**src/rtl/gpio_edge_pkg.sv**
```systemverilog
package gpio_edge_pkg;
  localparam int ADDR_W        = 4;
  localparam int DATA_W        = 32;
  localparam int LINES_PER_REG = 8;
  localparam int BANK_LINES    = 16;
  localparam int FLD_W         = 4;
  // field bit positions within a line's configuration field
  localparam int FLD_OUT       = 0;
  localparam int FLD_INPUT     = 1;
  localparam int FLD_LEVEL     = 2;
  // first interrupt-bank word; bank b: enable at IRQ_BASE+2b, status at +1
  localparam int IRQ_BASE      = 4;
endpackage

```
**src/rtl/gpio_sync_edge.sv**
```systemverilog
module gpio_sync_edge #(
  parameter int N_LINES = 32
) (
  input  logic               clk,
  input  logic               rst_n,
  input  logic [N_LINES-1:0] pin_in,
  output logic [N_LINES-1:0] level,
  output logic [N_LINES-1:0] rise,
  output logic [N_LINES-1:0] fall
);
  logic [N_LINES-1:0] meta_q, sync_q, prev_q;

  always_ff @(posedge clk or negedge rst_n) begin
    if (!rst_n) begin
      meta_q <= '0;
      sync_q <= '0;
      prev_q <= '0;
    end else begin
      meta_q <= pin_in;
      sync_q <= meta_q;
      prev_q <= sync_q;
    end
  end

  assign level = sync_q;
  assign rise  = sync_q & ~prev_q;
  assign fall  = ~sync_q & prev_q;
endmodule

```
**src/rtl/gpio_pin_cfg.sv**
```systemverilog
module gpio_pin_cfg
  import gpio_edge_pkg::*;
#(
  parameter  int N_LINES = 32,
  localparam int N_REGS  = N_LINES / LINES_PER_REG
) (
  input  logic               clk,
  input  logic               rst_n,
  input  logic [N_REGS-1:0]  reg_we,
  input  logic [DATA_W-1:0]  wdata,
  output logic [N_LINES-1:0] out_val,
  output logic [N_LINES-1:0] dir_in
);
  logic [N_LINES-1:0] out_q, out_d, dir_q, dir_d;

  generate
    for (genvar i = 0; i < N_LINES; i++) begin : g_line
      localparam int REG = i / LINES_PER_REG;
      localparam int SH  = (i % LINES_PER_REG) * FLD_W;
      always_comb begin
        out_d[i] = out_q[i];
        dir_d[i] = dir_q[i];
        if (reg_we[REG]) begin
          out_d[i] = wdata[SH + FLD_OUT];
          dir_d[i] = wdata[SH + FLD_INPUT];
        end
      end
    end
  endgenerate

  always_ff @(posedge clk or negedge rst_n) begin
    if (!rst_n) begin
      out_q <= '0;
      dir_q <= '1;
    end else begin
      out_q <= out_d;
      dir_q <= dir_d;
    end
  end

  assign out_val = out_q;
  assign dir_in  = dir_q;

  // configuration holds when no configuration word is written
  a_r1_cfg_hold: assert property (@(posedge clk) disable iff (!rst_n)
    (reg_we == '0) |=> ($stable(out_q) && $stable(dir_q)));
endmodule

```
**src/rtl/gpio_irq_bank.sv**
```systemverilog
module gpio_irq_bank #(
  parameter  int HALF = 16,
  localparam int W    = 2 * HALF
) (
  input  logic            clk,
  input  logic            rst_n,
  input  logic            en_we,
  input  logic            st_we,
  input  logic [W-1:0]    wdata,
  input  logic [HALF-1:0] rise,
  input  logic [HALF-1:0] fall,
  output logic [W-1:0]    en_q,
  output logic [W-1:0]    st_q,
  output logic            pend
);
  logic [W-1:0] en_d, st_d, set_v, clr_v;

  always_comb begin
    set_v = {fall, rise};
    clr_v = st_we ? wdata : '0;
    st_d  = (st_q & ~clr_v) | set_v;   // a new edge beats a clear
    en_d  = en_we ? wdata : en_q;
  end

  always_ff @(posedge clk or negedge rst_n) begin
    if (!rst_n) begin
      en_q <= '0;
      st_q <= '0;
    end else begin
      en_q <= en_d;
      st_q <= st_d;
    end
  end

  assign pend = |(st_q & en_q);

  // every bit an edge sets is set on the next cycle, whatever the write
  a_r6_edge_wins: assert property (@(posedge clk) disable iff (!rst_n)
    (|set_v) |=> ((st_q & $past(set_v)) == $past(set_v)));

  // status bits written with 0 keep their value
  a_r5_zero_keeps: assert property (@(posedge clk) disable iff (!rst_n)
    st_we |=> ((st_q & $past(st_q & ~wdata)) == $past(st_q & ~wdata)));
endmodule

```
**src/rtl/gpio_edge_ctrl.sv**
```systemverilog
module gpio_edge_ctrl
  import gpio_edge_pkg::*;
(
  input  logic              clk,
  input  logic              rst_n,
  input  logic              wr_en,
  input  logic [ADDR_W-1:0] addr,
  input  logic [DATA_W-1:0] wdata,
  output logic [DATA_W-1:0] rdata,
  input  logic [31:0]       gpio_in,
  output logic [31:0]       gpio_out,
  output logic [31:0]       gpio_oe,
  output logic              irq
);
  localparam int N_LINES = 32;
  localparam int N_CTRL  = N_LINES / LINES_PER_REG;
  localparam int N_BANK  = N_LINES / BANK_LINES;
  localparam int MAP_TOP = IRQ_BASE + 2 * N_BANK;

  // reset: asynchronous assert, synchronous release
  logic [1:0] rst_pipe;
  logic       rst_s;
  always_ff @(posedge clk or negedge rst_n) begin
    if (!rst_n) rst_pipe <= 2'b00;
    else        rst_pipe <= {rst_pipe[0], 1'b1};
  end
  assign rst_s = rst_pipe[1];

  logic [N_LINES-1:0] lvl, rise, fall, out_val, dir_in;
  logic [N_CTRL-1:0]  ctrl_we;
  logic [N_BANK-1:0]  en_we, st_we, pend;
  logic [N_BANK-1:0][DATA_W-1:0] en_all, st_all;

  gpio_sync_edge #(.N_LINES(N_LINES)) u_sync (
    .clk(clk), .rst_n(rst_s), .pin_in(gpio_in),
    .level(lvl), .rise(rise), .fall(fall));

  always_comb begin
    for (int r = 0; r < N_CTRL; r++)
      ctrl_we[r] = wr_en && (addr == ADDR_W'(r));
    for (int b = 0; b < N_BANK; b++) begin
      en_we[b] = wr_en && (addr == ADDR_W'(IRQ_BASE + 2 * b));
      st_we[b] = wr_en && (addr == ADDR_W'(IRQ_BASE + 2 * b + 1));
    end
  end

  gpio_pin_cfg #(.N_LINES(N_LINES)) u_cfg (
    .clk(clk), .rst_n(rst_s), .reg_we(ctrl_we), .wdata(wdata),
    .out_val(out_val), .dir_in(dir_in));

  generate
    for (genvar b = 0; b < N_BANK; b++) begin : g_bank
      gpio_irq_bank #(.HALF(BANK_LINES)) u_bank (
        .clk(clk), .rst_n(rst_s),
        .en_we(en_we[b]), .st_we(st_we[b]), .wdata(wdata),
        .rise(rise[b*BANK_LINES +: BANK_LINES]),
        .fall(fall[b*BANK_LINES +: BANK_LINES]),
        .en_q(en_all[b]), .st_q(st_all[b]), .pend(pend[b]));
    end
  endgenerate

  assign gpio_out = out_val;
  assign gpio_oe  = ~dir_in;
  assign irq      = |pend;

  always_comb begin
    rdata = '0;
    for (int r = 0; r < N_CTRL; r++) begin
      if (addr == ADDR_W'(r)) begin
        for (int k = 0; k < LINES_PER_REG; k++) begin
          rdata[k*FLD_W + FLD_OUT]   = out_val[r*LINES_PER_REG + k];
          rdata[k*FLD_W + FLD_INPUT] = dir_in[r*LINES_PER_REG + k];
          rdata[k*FLD_W + FLD_LEVEL] = lvl[r*LINES_PER_REG + k];
        end
      end
    end
    for (int b = 0; b < N_BANK; b++) begin
      if (addr == ADDR_W'(IRQ_BASE + 2 * b))     rdata = en_all[b];
      if (addr == ADDR_W'(IRQ_BASE + 2 * b + 1)) rdata = st_all[b];
    end
  end

  // writes past the map leave configuration and enables untouched
  a_r9_bad_addr_inert: assert property (@(posedge clk) disable iff (!rst_s)
    (wr_en && (addr >= ADDR_W'(MAP_TOP))) |=>
      ($stable(gpio_out) && $stable(gpio_oe) && $stable(en_all)));

  // no interrupt while every enable bit is clear
  a_r7_irq_needs_enable: assert property (@(posedge clk) disable iff (!rst_s)
    (en_all == '0) |-> !irq);
endmodule

```
**config.mk**
```make
export PLATFORM = sky130hd
export DESIGN_NAME = gpio_edge_ctrl
export DESIGN_NICKNAME = d
export VERILOG_FILES = /design/src/rtl/gpio_edge_pkg.sv /design/src/rtl/gpio_sync_edge.sv /design/src/rtl/gpio_pin_cfg.sv /design/src/rtl/gpio_irq_bank.sv /design/src/rtl/gpio_edge_ctrl.sv
export SDC_FILE = /design/constraint.sdc
export NUM_CORES = 1
export LEC_CHECK = 0
export BUFFER_PORTS_ARGS = -buffer_cell sky130_fd_sc_hd__buf_2
export CAP_MARGIN = 5
export CORE_MARGIN = 8
export CORE_UTILIZATION = 44
export CTS_CLUSTER_SIZE = 12
export DETAILED_ROUTE_END_ITERATION = 16
export PLACE_DENSITY = 0.67
export REMOVE_ABC_BUFFERS = 1
export SYNTH_ARGS = -nofsm -noshare
export SYNTH_HDL_FRONTEND = slang
export SYNTH_HIERARCHICAL = 1
export SYNTH_SLANG_ARGS = --single-unit
```
**constraint.sdc**
```tcl
create_clock -name clk -period 17.1 [get_ports clk]
set_clock_uncertainty 0.2 [all_clocks]
set_input_delay 3.42 -clock clk [delete_from_list [all_inputs] [get_ports clk]]
set_output_delay 3.42 -clock clk [all_outputs]
set_load 0.005 [all_outputs]
```
# After elaboration in Yosys (flattened, before gate mapping)

Cells that the tools add are included.

Equal/unequal tests: 7
Multiplexer cells: 38
Bitwise operators: 13
Reductions and logical operators: 10

Operator list:

| operator             | count |
|---|---|
| $and A32 B32 Y32     | 6 |
| $mux W32             | 6 |
| $not A32 Y32         | 5 |
| $mux W3              | 32 |
| $or A32 B32 Y32      | 2 |
| $reduce_or A64 Y1    | 1 |
| $eq A4 B3 Y1 const B | 4 |
| $eq A4 B2 Y1 const B | 2 |
| $logic_and A1 B1 Y1  | 8 |
| $eq A4 B1 Y1 const B | 1 |
| $logic_not A4 Y1     | 1 |

Register bits: 290
Output and inout port bits: 97
Logic and storage cells: 84

# Logic depth before layout (Yosys ltp)

Depth after elaboration: 9
Gate-level depth with buffers: 10
Depth with buffers taken out: 5

# Hierarchy

Netlist, hierarchy kept.

By module, submodules not included:

| module         | times used | cells each | area an instance (um^2) |
|---|---|---|---|
| gpio_irq_bank  | 2          | 188        | 2514.9 |
| gpio_sync_edge | 1          | 160        | 2962.8 |
| gpio_pin_cfg   | 1          | 136        | 2637.5 |
| gpio_edge_ctrl | 1          | 311        | 2336.0 |

# Worst setup path before layout

Ideal clock, no wire load.

Kind: input to output
Start point: input addr[0]
End point: output rdata[6]
Arrival: 4474 ps
Data required time: 13480 ps
Path slack: 9006 ps
Stages: 6
Cell sequence: buf_6 buf_12 buf_6 mux2_1 a221oi_1 o21ai_1

Longest elaborated chain between the ends: 9
Elaborated cells between the ends (all ways): 16

RTL lines:

| element               | line                 | RTL |
|---|---|---|
| start: declaration    | gpio_edge_ctrl.sv:7  | `input logic [ADDR_W-1:0] addr,` |
| $logic_not A4 Y1      | gpio_edge_ctrl.sv:69 | `if (addr == ADDR_W'(r)) begin` |
| $mux W3 (4 in series) | gpio_edge_ctrl.sv:69 |  |
| $mux W32              | gpio_edge_ctrl.sv:78 | `if (addr == ADDR_W'(IRQ_BASE + 2 * b)) rdata = en_all[b];` |
| $mux W32              | gpio_edge_ctrl.sv:79 | `if (addr == ADDR_W'(IRQ_BASE + 2 * b + 1)) rdata = st_all[b];` |
| $mux W32              | gpio_edge_ctrl.sv:78 |  |
| $mux W32 *            | gpio_edge_ctrl.sv:79 |  |
| end: declaration      | gpio_edge_ctrl.sv:9  | `output logic [DATA_W-1:0] rdata,` |

Every way passes the cells marked *; elsewhere a longest branch is shown, timed or not.

# Worst setup path after layout

Start point: input addr[1]
End point: output rdata[20]

The elaborated chain is that of the path after synthesis.

==> summary.md <==
| Metric | Value |
|---|---|
| Status | `complete, no violations` |
| Sw Pwr | `0.480 mW` |
| Die Y | `188 µm` |
| Critical Path RT | `13.48 ns` |
| Clk_lat worst skew | `0.52 ns` |
| CP Capture Type | `output port` |
| Number of synthesized flops with an enable pin | `0` |
| Pwr dens | `121 nW/µm²` |
| TritonRoute pass-1 iters | `5` |
| P&R area growth vs syn | `16.2%` |
| Synth Warn # | `6` |
| Clock Sinks | `290` |
| IO buf count | `167` |
| Fin crit share | `0.555` |
| Ys flop type | `dfrtp_1` |
| Syn_area_per_cell | `13.2 µm²` |
| Layout cell share with drive strength beyond 1 | `0.421` |
| Hold_buf cts | `0` |
| Leak pwr | `6.63 nW` |
| Die X | `188 µm` |
| Post-Syn Area | `13000 µm²` |
| Yosys reg bits | `290` |
| Seq. cell area | `7300 µm²` |
| Clock power frac | `0.371` |
| Initial antenna violation count | `1` |
| Cells after Synth | `983` |
| Post-synth top area share | `0.498` |
| Clock Tree Root | `clkbuf_16` |
| Fin. Hold Viols | `0` |
| Largest net degree at the start of global routing | `79` |
| Vias in the first global route | `9045` |
| Asr flop ratio synth | `1.00` |
| Final ANT Viol Nets | `0` |
| DRC viols | `0` |
| DIE AREA | `35200 µm²` |
| Core Region | `29300 µm²` |
| Number of distinct library cells after synthesis | `47` |
| Area contributors post-synth | `dfrtp_1 50%, mux2_2 8.1%, dfstp_2 6.5%` |
| Fill count | `2574` |
| Routability cong. | `0.857` |
| Max Slew Vio Count | `0` |
| Wirelength, routed | `35600 µm` |
| P_int | `1.35 mW` |
| WL/cell | `22.8 µm` |
| Max Cap Violations | `0` |
| Clock-pin slew of the registers on the worst-case setup and hold paths | `0.06 ns` |
| Crit path kind | `in -> out` |
| CP startpoint kind | `primary input` |
| CP Max Fanout | `45` |
| Site Rows | `63` |
| Postcts setup bufs | `0` |
| CTS tree | `done` |
| I/O Pins | `168` |
| Slew @ Worst Pin | `1.05 ns` |
| Logic pwr share | `0.156` |
| F_max | `0.105 GHz` |
| Vias per cell | `5.52` |
| Hold Slack | `0.00685 ns` |
| Via Count | `8626` |
| First-pass GRT wire length | `55100 µm` |
| Area occupied by multi-input gates | `5130 µm²` |
| Nets@finish | `1218` |
| Reg power frac | `0.473` |
| Leading cell type in the layout, fill and taps excluded | `dfrtp_1` |
| RSZ-0062 raised after global routing | `false` |
| GRT Total Usage | `0.201` |
| Tmin final | `9.49 ns` |
| Dpl hpwl | `23900 µm` |
| Worst vdd ir | `0.0000866 V` |
| Global route overflow | `0` |
| Setup Viol. Count Final | `0` |
| Clk buf depth | `3` |
| H-tree depth | `2` |
| Max_slew headroom | `0.302` |
| Total CTS buffers | `34` |
| Final setup TNS | `0 ns` |
| Yosys top cell by area | `dfrtp_1` |
| CP arrival | `5.87 ns` |
| Most frequent cells in the layout | `257 x dfrtp_1, 165 x buf_2, 93 x mux2_2` |
| Sequential fraction of the synthesis area | `0.563` |
| DR iter-0 viols | `878` |
| Worst hold path type | `reg -> async` |
| Cts repair resizes | `0` |
| Starting Density | `0.442` |
| Sw Ratio | `0.263` |
[worst max-delay path: stages]
cell and delay [ns]:
buf_4 0.39, buf_4 0.61, nor2b_1 0.39, buf_4 0.35, a21oi_1 0.08, o221a_2 0.29, o21ai_2 0.15, buf_2 0.15
[synthesized netlist by cell type, types with 3 or more instances]
cell type,instances
a211oi_1,6
a21boi_0,3
a21o_1,71
a21oi_1,22
a221oi_1,14
a22oi_1,34
a22oi_2,4
and2_1,11
and2b_2,64
and3_1,5
buf_12,6
buf_2,19
buf_4,9
buf_6,7
clkbuf_1,13
dfrtp_1,258
dfstp_2,32
inv_1,35
mux2_1,6
mux2_2,93
mux2_4,43
mux2i_1,31
mux4_2,15
nand2_1,76
nand2b_1,4
nand4_1,8
nor2_1,24
nor2b_1,8
nor3_1,6
nor4_1,12
o21ai_0,11
o21ai_1,12
[per-stage QoR]
stage	cell area, µm²	util	std cells	setup WS [ns]	total power [mW]
after floorplan	12500	-	928	8.28	1.03
after global placement	14000	0.478	1501	7.73	1.16
after detailed placement	14000	0.478	1501	7.64	1.16
after CTS	15100	0.514	1562	7.64	1.84
after global routing	15100	0.514	1562	7.48	1.91
final	15100	0.514	1563	7.61	1.83
[final cells by class]
class                   instances  area share
multi-input cells             603       0.341
diodes                          1    0.000166
repair buffers                183      0.0638
well taps                     390      0.0324
inverters                      35     0.00872
clock inverters                 6     0.00390
clock buffers                  55      0.0658
flip-flops and latches        290       0.485
[sequential cells by signal, indices dropped and copies added, names as in the netlist]
signal / cells
g_bank.u_bank/en_q: 64
g_bank.u_bank/st_q: 64
rst_pipe: 2
u_cfg/dir_in: 32
u_cfg/out_val: 32
u_sync/level: 32
u_sync/meta_q: 32
u_sync/prev_q: 32
[kinds of logic after synthesis]
logic type      share of synthesized area
other cells                      0.000289
simple gates                        0.103
mux                                 0.188
compound gates                      0.104
flops                               0.563
buf+inv                            0.0429
[power groups by stage]
stage	clock network [mW]	registers (mW)	logic (mW)
2_1_floorplan	0	0.859	0.168
3_3_place_gp	0	0.873	0.284
3_5_place_dp	0	0.875	0.289
4_1_cts	0.691	0.864	0.290
5_1_grt	0.721	0.877	0.313
6_report	0.677	0.864	0.286
[final timing paths]
kind,from,cells after the start,to,slack [ns]
max in group asynchronous,rst_pipe[1]$_DFF_PN0_,3,u_cfg/out_val[26]$_DFFE_PN0P_,14.03
min reg2reg,rst_pipe[1]$_DFF_PN0_,0,u_sync/prev_q[10]$_DFF_PN0_,0.007
max reg2reg,rst_pipe[1]$_DFF_PN0_,3,u_cfg/out_val[26]$_DFFE_PN0P_,14.03
max,addr[1],8,rdata[20],7.61
min in group clk,u_sync/meta_q[27]$_DFF_PN0_,0,u_sync/level[27]$_DFF_PN0_,0.14
min,rst_pipe[1]$_DFF_PN0_,0,u_sync/prev_q[10]$_DFF_PN0_,0.007
[metal layers]
metal	GRT usage	share of wire	up-vias
li1	-	-	3833
met1	0.269	0.43	4410
met2	0.316	0.47	323
met3	0.0550	0.073	60
met4	0.0555	0.023	0
met5	0	0	-
No activity file was read; power rests on OpenSTA's default activity.
